`src/rtl/pxf_pkg.sv`:
```
package pxf_pkg;
  localparam int unsigned DATA_W  = 64;
  localparam int unsigned OP_W    = 3;
  localparam int unsigned WIDE_W  = 64;

  typedef enum logic [OP_W-1:0] {
    OP_PACK16  = 3'd0,
    OP_PACK32  = 3'd1,
    OP_PACKFIX = 3'd2,
    OP_EXPAND  = 3'd3,
    OP_MERGE   = 3'd4
  } pxf_op_e;
endpackage

```
`src/rtl/pxf_pack8_lane.sv`:
```
// Signed fixed-point lane -> unsigned byte with clamp.
module pxf_pack8_lane #(
  parameter int unsigned IN_W = 16,
  parameter int unsigned SC_W = 4,
  parameter int unsigned RSH  = 7
) (
  input  logic [IN_W-1:0] lane_i,
  input  logic [SC_W-1:0] scale_i,
  output logic [7:0]      byte_o
);
  localparam int unsigned WW = pxf_pkg::WIDE_W;

  logic signed [WW-1:0] ext, scaled, shifted;

  always_comb begin
    ext     = {{(WW-IN_W){lane_i[IN_W-1]}}, lane_i};
    scaled  = ext <<< scale_i;
    shifted = scaled >>> RSH;
    if (shifted[WW-1])            byte_o = 8'd0;
    else if (|shifted[WW-2:8])    byte_o = 8'hff;
    else                          byte_o = shifted[7:0];
  end

  always_comb begin
    if (lane_i[IN_W-1]) begin

      neg_clamp_chk: assert (byte_o == 8'd0);
    end
  end
endmodule

```
`src/rtl/pxf_packfix_lane.sv`:
```
// Signed 32-bit half -> saturated signed 16-bit field.
module pxf_packfix_lane #(
  parameter int unsigned IN_W  = 32,
  parameter int unsigned SC_W  = 5,
  parameter int unsigned RSH   = 16,
  parameter int unsigned OUT_W = 16
) (
  input  logic [IN_W-1:0]  lane_i,
  input  logic [SC_W-1:0]  scale_i,
  output logic [OUT_W-1:0] field_o
);
  localparam int unsigned WW = pxf_pkg::WIDE_W;

  logic signed [WW-1:0] ext, scaled, shifted;
  logic                 in_range;

  always_comb begin
    ext      = {{(WW-IN_W){lane_i[IN_W-1]}}, lane_i};
    scaled   = ext <<< scale_i;
    shifted  = scaled >>> RSH;
    in_range = (&shifted[WW-1:OUT_W-1]) | ~(|shifted[WW-1:OUT_W-1]);
    if (in_range)          field_o = shifted[OUT_W-1:0];
    else if (shifted[WW-1]) field_o = {1'b1, {(OUT_W-1){1'b0}}};
    else                   field_o = {1'b0, {(OUT_W-1){1'b1}}};
  end

  always_comb begin

    sign_keep_chk: assert (field_o[OUT_W-1] == lane_i[IN_W-1]
                           || (!lane_i[IN_W-1] && field_o == '0));
  end
endmodule

```
`src/rtl/pxf_format_unit.sv`:
```
module pxf_format_unit
  import pxf_pkg::*;
#(
  parameter int unsigned SCALE_W = 5
) (
  input  logic              clk_i,
  input  logic              rst_ni,
  input  logic              vld_i,
  input  logic [OP_W-1:0]   op_i,
  input  logic [SCALE_W-1:0] scale_i,
  input  logic [DATA_W-1:0] rs1_i,
  input  logic [DATA_W-1:0] rs2_i,
  output logic              vld_o,
  output logic [DATA_W-1:0] res_o
);
  localparam int unsigned HALF_W  = DATA_W / 2;
  localparam int unsigned N16     = DATA_W / 16;
  localparam int unsigned N32     = DATA_W / 32;
  localparam int unsigned NBYTE_H = HALF_W / 8;
  localparam int unsigned SC16_W  = SCALE_W - 1;

  logic [HALF_W-1:0] pk16_res, pkfix_res;
  logic [DATA_W-1:0] pk32_res, exp_res, mrg_res, rs1_shl, nxt_res;
  logic [7:0]        pk32_byte [N32];

  // 16-bit pack lanes
  for (genvar i = 0; i < N16; i++) begin : g_pk16
    pxf_pack8_lane #(.IN_W(16), .SC_W(SC16_W), .RSH(7)) u_lane (
      .lane_i (rs2_i[16*i +: 16]),
      .scale_i(scale_i[SC16_W-1:0]),
      .byte_o (pk16_res[8*i +: 8])
    );
  end

  // 32-bit pack lanes merged over shifted rs1
  assign rs1_shl = rs1_i << 8;
  for (genvar h = 0; h < N32; h++) begin : g_pk32
    pxf_pack8_lane #(.IN_W(32), .SC_W(SCALE_W), .RSH(23)) u_lane (
      .lane_i (rs2_i[32*h +: 32]),
      .scale_i(scale_i),
      .byte_o (pk32_byte[h])
    );
    assign pk32_res[32*h +: 32] = {rs1_shl[32*h+8 +: 24], pk32_byte[h]};
  end

  // fixed 16-bit pack lanes
  for (genvar h = 0; h < N32; h++) begin : g_pkfix
    pxf_packfix_lane #(.IN_W(32), .SC_W(SCALE_W), .RSH(16), .OUT_W(16)) u_lane (
      .lane_i (rs2_i[32*h +: 32]),
      .scale_i(scale_i),
      .field_o(pkfix_res[16*h +: 16])
    );
  end

  // expand and merge
  for (genvar k = 0; k < NBYTE_H; k++) begin : g_bytes
    assign exp_res[16*k +: 16]     = {4'd0, rs2_i[8*k +: 8], 4'd0};
    assign mrg_res[16*k +: 8]      = rs2_i[8*k +: 8];
    assign mrg_res[16*k + 8 +: 8]  = rs1_i[8*k +: 8];
  end

  always_comb begin
    case (pxf_op_e'(op_i))
      OP_PACK16:  nxt_res = {{HALF_W{1'b0}}, pk16_res};
      OP_PACK32:  nxt_res = pk32_res;
      OP_PACKFIX: nxt_res = {{HALF_W{1'b0}}, pkfix_res};
      OP_EXPAND:  nxt_res = exp_res;
      OP_MERGE:   nxt_res = mrg_res;
      default:    nxt_res = '0;
    endcase
  end

  always_ff @(posedge clk_i or negedge rst_ni) begin
    if (!rst_ni) begin
      vld_o <= 1'b0;
      res_o <= '0;
    end else begin
      vld_o <= vld_i;
      if (vld_i) res_o <= nxt_res;
    end
  end


  vld_follow_chk: assert property (@(posedge clk_i) disable iff (!rst_ni)
    $past(rst_ni) |-> (vld_o == $past(vld_i)));


  idle_hold_chk: assert property (@(posedge clk_i) disable iff (!rst_ni)
    ($past(rst_ni) && !$past(vld_i)) |-> $stable(res_o));


  upper_zero_chk: assert property (@(posedge clk_i) disable iff (!rst_ni)
    ($past(rst_ni) && $past(vld_i) &&
     ($past(op_i) == OP_PACK16 || $past(op_i) == OP_PACKFIX))
    |-> (res_o[DATA_W-1:HALF_W] == '0));


  merge_low_chk: assert property (@(posedge clk_i) disable iff (!rst_ni)
    ($past(rst_ni) && $past(vld_i) && $past(op_i) == OP_MERGE)
    |-> (res_o[15:0] == {$past(rs1_i[7:0]), $past(rs2_i[7:0])}));
endmodule

```
`config.mk`:
```
export PLATFORM = sky130hd
export DESIGN_NAME = pxf_format_unit
export DESIGN_NICKNAME = d
export VERILOG_FILES = /design/src/rtl/pxf_pkg.sv /design/src/rtl/pxf_pack8_lane.sv /design/src/rtl/pxf_packfix_lane.sv /design/src/rtl/pxf_format_unit.sv
export SDC_FILE = /design/constraint.sdc
export NUM_CORES = 1
export LEC_CHECK = 0
export ABC_AREA = 1
export BUFFER_PORTS_ARGS = -buffer_cell sky130_fd_sc_hd__buf_4
export CORE_MARGIN = 2
export CORE_UTILIZATION = 35
export CTS_BUF_LIST = sky130_fd_sc_hd__clkbuf_8 sky130_fd_sc_hd__clkbuf_16
export DETAILED_ROUTE_END_ITERATION = 7
export HOLD_SLACK_MARGIN = 0.15
export PLACE_DENSITY_LB_ADDON = 0.25
export REMOVE_ABC_BUFFERS = 1
export SETUP_SLACK_MARGIN = 0.15
export SLEW_MARGIN = 20
export SYNTH_ARGS = -nofsm -noshare
export SYNTH_HDL_FRONTEND = slang
export SYNTH_SLANG_ARGS = --single-unit
```
`constraint.sdc`:
```
create_clock -name clk_i -period 0.9 [get_ports clk_i]
set_input_delay 0.225 -clock clk_i [delete_from_list [all_inputs] [get_ports clk_i]]
set_output_delay 0.225 -clock clk_i [all_outputs]
set_load 0.02 [all_outputs]
```
==> results.py, run 1 <==
metrics = {
    "floorplan": {
        "rows": 59,
        "io_pins": 204,
        "die_x_um": 168,
        "coreArea_sq_um": 26200,
        "die_h_um": 168,
        "start_util_pct": 35.8,
        "dieArea_sq_um": 28200,
    },
    "clock_network": {
        "clkSinkCount": 65,
        "cts_buffer_depth": 2,
        "cts_tree": "yes",
        "clk_pin_slew_ns": 0.05,
        "clk_latency_ns": 0.33,
        "cts_buffers": 9,
        "htreeDepth": 3,
        "root_buffer": "clkbuf_16",
    },
    "synthesis": {
        "netlist_area_sq_um": 9390,
        "synth_top_area_share_pct": 35.7,
        "synth_edf_count": 0,
        "syn_avg_cell_area_sq_um": 5.09,
        "synthCells": 1846,
        "yosys_warnings": 0,
        "synth_ff_type": "dfrtp_1",
        "yosysSeqAreaShare_pct": 17.3,
        "synth.ff_latch_count": 65,
        "ys_top_cells_by_area": "nand2_1 (36%), nand3_1 (19%), dfrtp_1 (17%), o21ai_0 (4.6%), nor2_1 (3.9%)",
        "synth_cell_types": 44,
        "synth_top_area_cell": "nand2_1",
        "async_reset_ff_share_pct": 100,
    },
    "final_layout": {
        "diodes": 0,
        "nets": 2450,
        "fillers": 2549,
        "syn_to_final_growth_pct": 72.3,
        "drive_above_1_share_pct": 37.5,
    },
    "worst_setup_path": {
        "crit_type": "in2reg",
        "start_kind": "primary input",
        "critPathRequiredTime_ns": 1.12,
        "crit_family": "simple AND/OR/NAND/NOR gates",
        "cp-end-kind": "flop",
        "max_stage_delay_ns": 0.38,
        "critPathMostFrequentCell": "nand2_1",
        "path_buf_inv": 5,
        "cp_max_fo": 15,
        "crit_arrival_ns": 2.54,
        "cp_cell_sequence": "buf_16 > clkinv_16 > buf_16 > nand2_2 > nand2_1 > nand2_1 > nand2_1 > nand2_2 > nand3_2 > nand2_4 > buf_4 > nand4_1 > nor4_2 > buf_4 > nand3b_1 > a21oi_2 > nand2_1 > nand2_1 > nand2_1",
        "cpMaxStageDelayCell": "nor4_2",
    },
    "power": {
        "p_leak_uw": 0.00850,
        "p_sw_uw": 6580,
        "swShare_pct": 40.1,
        "seqPwrFrac_pct": 20.7,
        "vdd_drop_max_mv": 0.802,
        "p_clk_share_pct": 24.4,
        "comb_power_share_pct": 54.9,
        "intPower_uw": 9850,
        "p_per_area_nw_per_um2": 1020,
    },
    "route": {
        "route.detailed.drc": 0,
        "routedWlPerCell_um": 19.7,
        "num_vias": 14700,
        "drtAntennaViolNets": 0,
        "drt_iter0_drc": 1601,
        "firstDrtPassIters": 5,
        "wl_um": 52200,
        "via_per_inst": 5.53,
    },
    "global_route": {
        "grt_max_degree": 37,
        "antenna_found_initial": 2,
        "grt_pass1_wl_um": 79100,
        "grt-ovfl-total": 0,
        "grt_pass1_vias": 14000,
        "grt_usage_pct": 36.3,
    },
    "place": {
        "dp_hpwl_um": 40500,
        "place.port_buffers": 195,
        "place.gp.congestion": 1.03,
        "dp_slack_ns": -1.79,
    },
    "status": {
        "status": "complete, but fails checks",
        "violations": "negative setup slack",
    },
    "sta": {
        "setup_viol": 120,
        "setup_ws_ns": -1.42,
        "tightest_slew_ns": 0.848,
        "slew_headroom_pct": 43.2,
        "rsz0062_at_grt": "yes",
        "hold_viol_final": 0,
        "max_freq_mhz": 431,
        "finalWorstPathRequiredPeriod_ns": 2.32,
        "timing.final.crit_share_pct": 258,
        "final_max_slew_viol_count": 0,
        "setup-tns-final_ns": -65.09,
        "fin_worst_skew_ns": 0,
    },
    "job": {
        "cap_viol_max_count": 0,
    },
    "min_path": {
        "hold_class": "in2reg",
    },
}
## area by class of cell
cell class              count  area (sq um)  area share [%]
well taps                 335           419            2.59
clock inverters             7           119           0.734
clock buffers               9           225            1.39
multi-input cells        1579          8050            49.8
repair buffers            568          5360            33.1
flip-flops and latches     65          1630            10.1
inverters                  88           379            2.34
## logic make-up (layout without fill, tap and decap cells)
group | Yosys count | in the layout | share of synthesized area [%]
flops | 65 | 65 | 17.3
compound gates | 207 | 207 | 12.9
buf+inv | 202 | 672 | 9.14
simple gates | 1371 | 1371 | 60.5
mux | 1 | 1 | 0.107
## through the flow
stage	power [uW]	instances	instance area, sq um	utilization (%)	hold slack, ns
floorplan	6630	1732	8860	-	-0.0706
finish	16400	2651	16200	61.8	0.215
CTS	16100	2647	15800	60.3	0.194
global route	17300	2651	16200	61.8	0.224
global placement	10900	2599	13600	52.0	0.103
detailed placement	10900	2599	13600	52.0	0.104
## path summary, 6_finish.rpt
kind	from	depth (start not counted)	end	slack (ns)
worst max-delay path	scale_i[0]	19	res_o[30]$_DFFE_PN0P_	-1.42
worst min-delay path	rs1_i[31]	4	res_o[63]$_DFFE_PN0P_	0.21
worst max register to register	res_o[57]$_DFFE_PN0P_	1	res_o[57]$_DFFE_PN0P_	0.21
worst min register to register	res_o[60]$_DFFE_PN0P_	2	res_o[60]$_DFFE_PN0P_	0.49
max in group asynchronous	rst_ni	3	res_o[17]$_DFFE_PN0P_	0.24
min in group asynchronous	rst_ni	2	res_o[52]$_DFFE_PN0P_	0.29
## routing by layer
layer,GRT usage (%),share of wire [%],vias to the layer above
met2,56.1,42,750
met5,0,0.023,-
met3,8.20,10,121
met4,13.9,3.9,2
met1,49.3,43,6784
li1,-,-,6994
## cell usage in the layout (no fill, tap or decap), types with 55 or more instances in the layout
cell	n
buf_4	430
buf_6	84
dfrtp_1	65
inv_1	76
nand2_1	775
nand2_2	104
nand3_1	252
nand3_2	92
nor2_1	87
o21ai_0	55
## registers in the layout, summed over array words and instances, names as in the netlist
signal  flops
res_o      64
vld_o       1
## synthesized netlist by cell type (3+ instances only)
library cell / count
buf_1: 15
nor3_1: 4
nor2_1: 98
a211oi_1: 4
nand2_1: 892
buf_2: 29
o22ai_1: 8
o21ai_1: 12
o221ai_1: 3
o21a_1: 4
nand4_1: 12
a21oi_1: 50
o21ai_0: 87
dfrtp_1: 65
buf_4: 11
inv_1: 81
o211ai_1: 3
a22oi_1: 16
a22o_1: 5
a32o_1: 3
inv_2: 4
buf_6: 3
nand3_1: 351
clkinv_1: 3
clkbuf_1: 56
## power by group through the flow
stage / logic, uW / clock network (uW) / registers [uW]
final: 9030 / 4000 / 3400
after floorplan: 2920 / 0 / 3710
after CTS: 8640 / 4050 / 3390
after detailed placement: 7530 / 0 / 3390
after global placement: 7530 / 0 / 3380
after global routing: 9690 / 4190 / 3430
## what timing repair did
| item | in CTS | in global routing |
|---|---|---|
| endpoints found under the hold margin | 65 | 0 |
| buffers inserted | 18 | 3 |
| gates cloned | 13 | 1 |
| hold buffers | 1 | 0 |
| pin swaps | 97 | 34 |
| gates resized for setup | 370 | 90 |
| endpoints found under the setup margin | 129 | 155 |
Power figures use the tool's default switching activity.
==> inputs of run 2 (changes only) <==
- RECOVER_POWER: not set -> 50
==> run 2 against run 1 <==
  * The flow still finishes with violations (negative setup slack)
  * Critical path depth is the same
  * Sequential share of layout area about the same
  * Register-to-register slack is essentially flat
  * Global-route usage unchanged
  * Utilization about the same
  * Maximum frequency unchanged
==> results.py, run 2 (synthesis gave the netlist of run 1 again) <==
metrics = {
    "status": {
        "status": "complete, but fails checks",
        "violations": "negative setup slack",
    },
    "clock_network": {
        "cts_tree": "yes",
        "clk_latency_ns": 0.33,
        "htreeDepth": 3,
        "cts_buffers": 9,
        "root_buffer": "clkbuf_16",
        "cts_buffer_depth": 2,
        "clk_pin_slew_ns": 0.05,
        "clkSinkCount": 65,
    },
    "min_path": {
        "hold_path_end": "res_o[63]$_DFFE_PN0P_",
        "whs_path_depth": 4,
        "worstHoldStart": "rs1_i[31]",
        "hold_class": "in2reg",
    },
    "route": {
        "via_per_inst": 5.53,
        "num_vias": 14700,
        "wl_um": 52100,
        "maxUsedRoutingLayer": "met5",
        "drtAntennaViolNets": 0,
        "wl_met3_um": 5330,
        "met2_length_um": 22100,
        "wl_met1_um": 22600,
        "drt_iter0_drc": 1598,
        "routedWlPerCell_um": 19.7,
        "route.detailed.drc": 0,
        "firstDrtPassIters": 5,
    },
    "final_layout": {
        "fillers": 2548,
        "syn_to_final_growth_pct": 72.3,
        "nets": 2450,
        "fin_cells": 2651,
        "top_regs": "res_o x64, vld_o x1",
        "drive_above_1_share_pct": 37.5,
        "largest_reg_flops": 64,
        "diodes": 0,
        "regMostFlops": "res_o",
        "final_util_pct": 61.7,
        "mostFrequentLayoutCells": "nand2_1 (775), buf_4 (430), nand3_1 (252), nand2_2 (104), nand3_2 (92)",
        "final_common_cell": "nand2_1",
    },
    "global_route": {
        "antenna_found_initial": 2,
        "grt_max_degree": 37,
        "grt_usage_pct": 36.3,
        "grt_pass1_wl_um": 79100,
        "grt_pass1_vias": 14000,
        "grt-ovfl-total": 0,
    },
    "floorplan": {
        "start_util_pct": 35.8,
        "die_x_um": 168,
        "rows": 59,
        "die_h_um": 168,
        "dieArea_sq_um": 28200,
        "coreArea_sq_um": 26200,
        "io_pins": 204,
    },
    "sta": {
        "final_max_slew_viol_count": 0,
        "slew_headroom_pct": 43.2,
        "timing.final.crit_share_pct": 258,
        "setup_ws_ns": -1.42,
        "rsz0062_at_grt": "yes",
        "tightest_slew_ns": 0.848,
        "hold_viol_final": 0,
        "setup_viol": 120,
        "fin_worst_skew_ns": 0,
        "finalWorstPathRequiredPeriod_ns": 2.32,
        "max_freq_mhz": 431,
    },
    "worst_setup_path": {
        "rrSetupSlack_ns": 0.21,
        "timing.rr.end": "res_o[57]$_DFFE_PN0P_",
        "cp_max_fo": 15,
        "crit_arrival_ns": 2.54,
        "worst_r2r_path_depth": 1,
        "critPathRequiredTime_ns": 1.12,
        "start_kind": "primary input",
        "rr_startpoint": "res_o[57]$_DFFE_PN0P_",
        "crit_type": "in2reg",
        "cp-end-kind": "flop",
    },
    "place": {
        "place.gp.congestion": 1.03,
        "dp_hpwl_um": 40500,
        "place.port_buffers": 195,
        "place_inst": 2599,
    },
    "power": {
        "power_uw": 16400,
        "p_per_area_nw_per_um2": 1020,
        "p_leak_uw": 0.00850,
        "vdd_drop_max_mv": 0.802,
    },
    "job": {
        "cap_viol_max_count": 0,
    },
}
## run 2: cell types whose count changed in the layout (fill, tap and decap cells not counted), sizes merged
| cell | delta |
|---|---|
| clkbuf | +1 |
| buf | -1 |
## run 2: layer usage
| layer | vias up | global-route usage [%] |
|---|---|---|
| met5 | - | 0 |
| met4 | 2 | 13.9 |
| met3 | 121 | 8.20 |
| met2 | 753 | 56.1 |
| met1 | 6783 | 49.3 |
| li1 | 6994 | - |
## run 2: per-stage QoR
stage	hold slack (ns)	instance area, sq um	TNS [ns]	setup slack, ns
final	0.215	16200	-65.08	-1.42
after global routing	0.224	16200	-75.75	-1.52
after CTS	0.194	15800	-62.47	-1.29
after detailed placement	0.104	13600	-81.99	-1.79
after global placement	0.103	13600	-80.99	-1.77
after floorplan	-0.0706	8860	-122.68	-2.31
## run 2: critical path, stage by stage
cell	delay [ns]
buf_16	0.12
clkinv_16	0.10
buf_16	0.18
nand2_2	0.06
nand2_1	0.05
nand2_1	0.08
nand2_1	0.07
nand2_2	0.09
nand3_2	0.10
nand2_4	0.11
buf_4	0.10
nand4_1	0.12
nor4_2	0.38
buf_4	0.25
nand3b_1	0.16
a21oi_2	0.16
nand2_1	0.06
nand2_1	0.06
nand2_1	0.05
## run 2: how the worst max path moves through the flow
stage	startpoint	to	cells after the start
6_report	scale_i[0]	res_o[30]$_DFFE_PN0P_	19
5_1_grt	scale_i[0]	res_o[6]$_DFFE_PN0P_	21
4_1_cts	scale_i[0]	res_o[6]$_DFFE_PN0P_	23
3_5_place_dp	scale_i[0]	res_o[19]$_DFFE_PN0P_	22
3_3_place_gp	scale_i[0]	res_o[19]$_DFFE_PN0P_	22
2_1_floorplan	op_i[1]	res_o[33]$_DFFE_PN0P_	7
## run 2: where the power goes
group	total, uW	internal, uW	switching [uW]
clock network	4000	2700	1300
registers	3400	3190	213
logic	9020	3960	5070
total	16400	9850	6580
## run 2: layout make-up
class	instances	area (sq um)	area share, %
multi-input cells	1579	8050	49.8
flip-flops and latches	65	1630	10.1
repair buffers	568	5360	33.1
clock inverters	7	119	0.735
inverters	88	379	2.34
clock buffers	9	225	1.39
well taps	335	419	2.59
## run 2: what timing repair did
action | CTS | global route
cloned | 13 | 1
setup buffers | 18 | 3
pin swaps | 97 | 34
endpoints found under the hold margin | 65 | 0
resized for setup | 370 | 90
hold buffers | 1 | 0
setup endpoints to repair | 129 | 155
